File: config.mk
export PLATFORM = sky130hd
export DESIGN_NAME = cmpflag_unit
export DESIGN_NICKNAME = d
export VERILOG_FILES = /design/src/rtl/cmpflag_pkg.sv /design/src/rtl/cmpflag_decode.sv /design/src/rtl/cmpflag_eval.sv /design/src/rtl/cmpflag_unit.sv
export SDC_FILE = /design/constraint.sdc
export NUM_CORES = 1
export LEC_CHECK = 0
export ABC_CLOCK_PERIOD_IN_PS = 2900
export BUFFER_PORTS_ARGS = -buffer_cell sky130_fd_sc_hd__buf_2
export CAP_MARGIN = 10
export CORE_MARGIN = 2
export CORE_UTILIZATION = 42
export DETAILED_ROUTE_END_ITERATION = 16
export PLACE_DENSITY_LB_ADDON = 0.08
export SKIP_CTS_REPAIR_TIMING = 1
export SYNTH_ARGS = -nofsm -noshare
export SYNTH_HDL_FRONTEND = slang
export SYNTH_SLANG_ARGS = --single-unit
File: constraint.sdc
create_clock -name clk -period 2.9 [get_ports clk]
set_input_delay 0.29 -clock clk [delete_from_list [all_inputs] [get_ports clk]]
set_output_delay 0.29 -clock clk [all_outputs]
set_load 0.05 [all_outputs]
File: src/rtl/cmpflag_pkg.sv
`timescale 1ns/1ps
package cmpflag_pkg;
    localparam int INSN_W = 16;
    localparam int IMM_W  = 8;
    localparam int IDX_W  = 4;

    typedef enum logic [3:0] {
        CK_NONE, CK_EQ, CK_SGE, CK_SGT, CK_UGT, CK_UGE,
        CK_POS, CK_NNEG, CK_LANE, CK_IMM
    } cmp_kind_e;

    typedef struct packed {
        logic flag;
    } flag_state_t;
endpackage

File: src/rtl/cmpflag_decode.sv
`timescale 1ns/1ps
module cmpflag_decode
    import cmpflag_pkg::*;
(
    input  logic [INSN_W-1:0] insn_i,
    output cmp_kind_e         kind_o,
    output logic [IDX_W-1:0]  rn_idx_o,
    output logic [IDX_W-1:0]  rm_idx_o,
    output logic              valid_o
);
    logic [3:0] top_nib;
    logic [3:0] low_nib;

    always_comb begin
        top_nib  = insn_i[15:12];
        low_nib  = insn_i[3:0];
        rn_idx_o = insn_i[11:8];
        rm_idx_o = insn_i[7:4];
        kind_o   = CK_NONE;
        if (top_nib == 4'h3) begin
            case (low_nib)
                4'h0:    kind_o = CK_EQ;
                4'h3:    kind_o = CK_SGE;
                4'h7:    kind_o = CK_SGT;
                4'h6:    kind_o = CK_UGT;
                4'h2:    kind_o = CK_UGE;
                default: kind_o = CK_NONE;
            endcase
        end else if (top_nib == 4'h4) begin
            if (insn_i[7:0] == 8'h15)      kind_o = CK_POS;
            else if (insn_i[7:0] == 8'h11) kind_o = CK_NNEG;
        end else if (top_nib == 4'h2) begin
            if (low_nib == 4'hC) kind_o = CK_LANE;
        end else if (insn_i[15:8] == 8'h88) begin
            kind_o = CK_IMM;
        end
        valid_o = (kind_o != CK_NONE);
    end
endmodule

File: src/rtl/cmpflag_eval.sv
`timescale 1ns/1ps
module cmpflag_eval
    import cmpflag_pkg::*;
#(
    parameter int DATA_W = 32,
    parameter int LANE_W = 8
) (
    input  cmp_kind_e         kind_i,
    input  logic [DATA_W-1:0] rn_i,
    input  logic [DATA_W-1:0] rm_i,
    input  logic [DATA_W-1:0] r0_i,
    input  logic [IMM_W-1:0]  imm_i,
    output logic              result_o
);
    localparam int LANES = DATA_W / LANE_W;

    logic [LANES-1:0]  lane_hit;
    logic [DATA_W-1:0] imm_ext;
    logic              rn_neg;
    logic              rn_zero;

    for (genvar g = 0; g < LANES; g++) begin : g_lane
        assign lane_hit[g] = (rn_i[g*LANE_W +: LANE_W] == rm_i[g*LANE_W +: LANE_W]);
    end

    always_comb begin
        imm_ext  = {{(DATA_W-IMM_W){imm_i[IMM_W-1]}}, imm_i};
        rn_neg   = rn_i[DATA_W-1];
        rn_zero  = (rn_i == '0);
        result_o = 1'b0;
        case (kind_i)
            CK_EQ:   result_o = (rn_i == rm_i);
            CK_SGE:  result_o = ($signed(rn_i) >= $signed(rm_i));
            CK_SGT:  result_o = ($signed(rn_i) >  $signed(rm_i));
            CK_UGT:  result_o = (rn_i > rm_i);
            CK_UGE:  result_o = (rn_i >= rm_i);
            CK_POS:  result_o = !rn_neg && !rn_zero;
            CK_NNEG: result_o = !rn_neg;
            CK_LANE: result_o = |lane_hit;
            CK_IMM:  result_o = (r0_i == imm_ext);
            default: result_o = 1'b0;
        endcase
    end
endmodule

File: src/rtl/cmpflag_unit.sv
`timescale 1ns/1ps
module cmpflag_unit
    import cmpflag_pkg::*;
#(
    parameter int DATA_W = 32,
    parameter int LANE_W = 8
) (
    input  logic              clk,
    input  logic              rst,
    input  logic [15:0]       insn_i,
    input  logic [DATA_W-1:0] rn_data_i,
    input  logic [DATA_W-1:0] rm_data_i,
    input  logic [DATA_W-1:0] r0_data_i,
    output logic [3:0]        rn_idx_o,
    output logic [3:0]        rm_idx_o,
    output logic              valid_o,
    output logic              flag_we_o,
    output logic              flag_o
);
    cmp_kind_e   kind;
    logic        result;
    logic        is_cmp;
    flag_state_t state_d, state_q;

    cmpflag_decode u_decode (
        .insn_i   (insn_i),
        .kind_o   (kind),
        .rn_idx_o (rn_idx_o),
        .rm_idx_o (rm_idx_o),
        .valid_o  (is_cmp)
    );

    cmpflag_eval #(.DATA_W(DATA_W), .LANE_W(LANE_W)) u_eval (
        .kind_i   (kind),
        .rn_i     (rn_data_i),
        .rm_i     (rm_data_i),
        .r0_i     (r0_data_i),
        .imm_i    (insn_i[IMM_W-1:0]),
        .result_o (result)
    );

    always_comb begin
        state_d = state_q;
        if (is_cmp) state_d.flag = result;
    end

    always_ff @(posedge clk) begin
        if (rst) state_q <= '0;
        else     state_q <= state_d;
    end

    assign valid_o   = is_cmp;
    assign flag_we_o = is_cmp;
    assign flag_o    = state_q.flag;
endmodule

==> key figures <==
Min path
  – Hold Crit Class: primary input to flip-flop

Floorplan
  – DIE WIDTH: 62.9 um
  – Die Y-Extent: 62.9 um
  – Initial Utilization: 43.6%
  – Row count: 21
  – Die area: 3950 um^2
  – I/O Pins: 125
  – Core Footprint: 3340 um^2

Synth
  – Adder-cell share of the synthesized area: 27.5%
  – Seq/Total Area, Yosys: 1.37%
  – Multiplexer share of the synthesized area: 0%
  – Xor/xnor share of the synthesized area: 5.41%
  – Syn Area/Cell: 7.07 um^2
  – Post-synth top area share: 27.5%
  – Post-synthesis simple-gate area fraction: 34.5%
  – Netlist cell types: 43
  – FF+latch count, synth: 1
  – Largest area contributor in the netlist: ha_1
  – Mapped Area: 1460 um^2
  – Mapped Nets: 352
  – Complex-gate fraction of the synthesized area: 16.8%
  – Synth Warn #: 0
  – Synth top area cells: ha_1, inv_1, nor4_1
  – Mapped Cells: 206
  – Largest family of logic cells by synthesized area: simple AND/OR/NAND/NOR gates

Global route
  – First-pass GRT wire length: 6170 um
  – Vias in the first global route: 1610
  – Initial antenna violation count: 0
  – Gr ovfl total: 0
  – GRT Util Overall: 17.7%
  – Largest net degree at the start of global routing: 10

STA
  – Tmin final: 2.22 ns
  – Part of the cycle the worst path needs: 76.5%
  – Final setup violation count: 0
  – Final TNS setup: 0 ns
  – Fmax: 451 MHz
  – Max-slew violation count: 0
  – RSZ-0062 raised after global routing: false
  – Slew HR: 73.8%
  – Worst slew pin tran: 0.384 ns
  – Hold Vio Cnt, Final: 0
  – Clk_skew: 0 ns

Setup path
  – Crit path launch type: primary input
  – Worst path required time: 2.61 ns
  – Crit. End Element: output pin
  – Crit Path Category: primary input to output pin
  – CP max FO: 5
  – Critical path arrival: 1.93 ns

Route
  – Iteration-0 DRC Markers: 41
  – DRC Markers: 0
  – TritonRoute pass-1 iters: 4
  – DRT Wirelength: 3820 um
  – Detail Route Antenna Nets: 0
  – Avg WL per Cell: 10.5 um
  – Total number of vias: 1885
  – Vias per cell: 5.16

Pwr
  – PD cells: 126 nW/um^2
  – Leak: 1.15 nW
  – Peak supply drop: 0.0000692 V
  – Pwr Total: 0.259 mW

Cells and area
  – Storage cell area: 20.0 um^2
  – Multi-input logic area: 1230 um^2
  – Utilization after layout: 61.5%
  – Area delta synth->final: 40.9%
  – Nets: 467
  – Fill cells: 360
  – ANT cells: 0
  – Ratio of cells with drive above 1 in the final layout: 41.4%
  – Max reg flops: 1

Job
  – Max-cap violation count: 0

Place
  – Detailed placement HPWL: 3630 um
  – GPL Wtd Cong: 0.767
  – PortBufs: 124

Clocking
  – Clk_lat worst skew: 0 ns
  – Worst-path clk slew: 0 ns

Run status
  – Status: complete, no violations
==> cell type report <==
cell class | count | share of cell area [%]
tap | 46 | 2.80
sequential | 1 | 0.976
inverter | 34 | 6.22
multi-input combinational | 160 | 59.8
timing repair buffer | 124 | 30.2
==> final timing paths <==
check | from | endpoint | slack [ns] | depth (start not counted)
worst max-delay path | insn_i[2] | valid_o | 0.68 | 6
worst min-delay path | rst | flag_o | 0.66 | 3
worst max register to register | flag_o | flag_o | 2.11 | 4
worst min register to register | flag_o | flag_o | 0.70 | 4
==> worst max-delay path, cell delays in order <==
cell,delay [ns]
buf_2,0.14
and3_1,0.18
o211a_1,0.27
or2_2,0.32
or3_2,0.49
buf_2,0.23
==> kinds of logic after synthesis <==
| logic type | count (synthesis) |
|---|---|
| AOI/OAI and AO/OA | 36 |
| xor gates and xnor gates | 9 |
| and+or+nand+nor | 83 |
| DFF | 1 |
| adders and majority gates | 32 |
| buffers and inverters | 45 |
==> per-layer routing <==
| layer | track usage, % | wire [um] | up-vias |
|---|---|---|---|
| met5 | 0 | 0 | - |
| met4 | 0 | 0 | 0 |
| met3 | 1.44 | 262 | 0 |
| met2 | 34.6 | 1880 | 66 |
| met1 | 22.0 | 1680 | 825 |
| li1 | - | - | 994 |
==> stage by stage <==
stage               hold WS (ns)  area [um^2]  setup WS, ns  std cells
finish                     0.663         2050         0.682        365
global route               0.692         2050         0.629        365
CTS                        0.668         2050         0.685        365
detailed placement         0.665         2050         0.690        365
global placement           0.674         2050         0.708        365
floorplan                  0.504         1460         0.543        206
==> report_power, final <==
part	switching (mW)	total, mW	leakage, nW	internal (mW)
Sequential	0.0000602	0.0142	0.00806	0.0142
Clock	0	0	0	0
Combinational	0.129	0.244	1.15	0.116
Total	0.129	0.259	1.15	0.130
==> placed cells by master (no fill, tap or decap), types with 2 or more instances in the layout <==
cell / synthesis / routed
xor2_1: 8 / 8
buf_2: 0 / 124
a21oi_1: 14 / 14
o21ai_0: 2 / 2
a21o_1: 3 / 3
or3_1: 3 / 3
nand4_1: 13 / 13
or3_2: 3 / 3
inv_1: 34 / 34
nor3_1: 6 / 6
nand2_1: 7 / 7
nor4_1: 16 / 16
a21boi_0: 3 / 3
o211ai_1: 4 / 4
ha_1: 32 / 32
nand3b_1: 2 / 2
nand3_1: 11 / 11
nor2_1: 9 / 9
or4_1: 2 / 2
o22ai_1: 2 / 2
==> Yosys cell counts <==
| cell type | instances |
|---|---|
| nand4b_1 | 1 |
| o31a_1 | 1 |
| or4b_1 | 1 |
| nand3b_1 | 2 |
| nor4_1 | 16 |
| nor3_1 | 6 |
| o22ai_1 | 2 |
| o211ai_1 | 4 |
| nand2b_1 | 1 |
| a21oi_1 | 14 |
| or4_1 | 2 |
| buf_4 | 9 |
| o211a_1 | 1 |
| buf_6 | 1 |
| a21boi_0 | 3 |
| nor4b_1 | 1 |
| nand3_1 | 11 |
| nor2b_1 | 1 |
| dfxtp_1 | 1 |
| nand2_1 | 7 |
| or3_2 | 3 |
| inv_1 | 34 |
| a31oi_1 | 1 |
| clkbuf_1 | 1 |
| nand4_1 | 13 |
| ha_1 | 32 |
| nor3_2 | 1 |
| and4_1 | 1 |
| a2111oi_0 | 1 |
| or4_4 | 1 |
| or3_1 | 3 |
| or2_2 | 1 |
| xnor2_1 | 1 |
| xor2_1 | 8 |
| o41a_1 | 1 |
| nor4_4 | 1 |
| o2111ai_1 | 1 |
| o21ai_0 | 2 |
| and3_1 | 1 |
| a2111oi_2 | 1 |
| a21o_1 | 3 |
| nor2_1 | 9 |
| o32ai_1 | 1 |
Note: power is estimated with default switching activity, not from simulation.
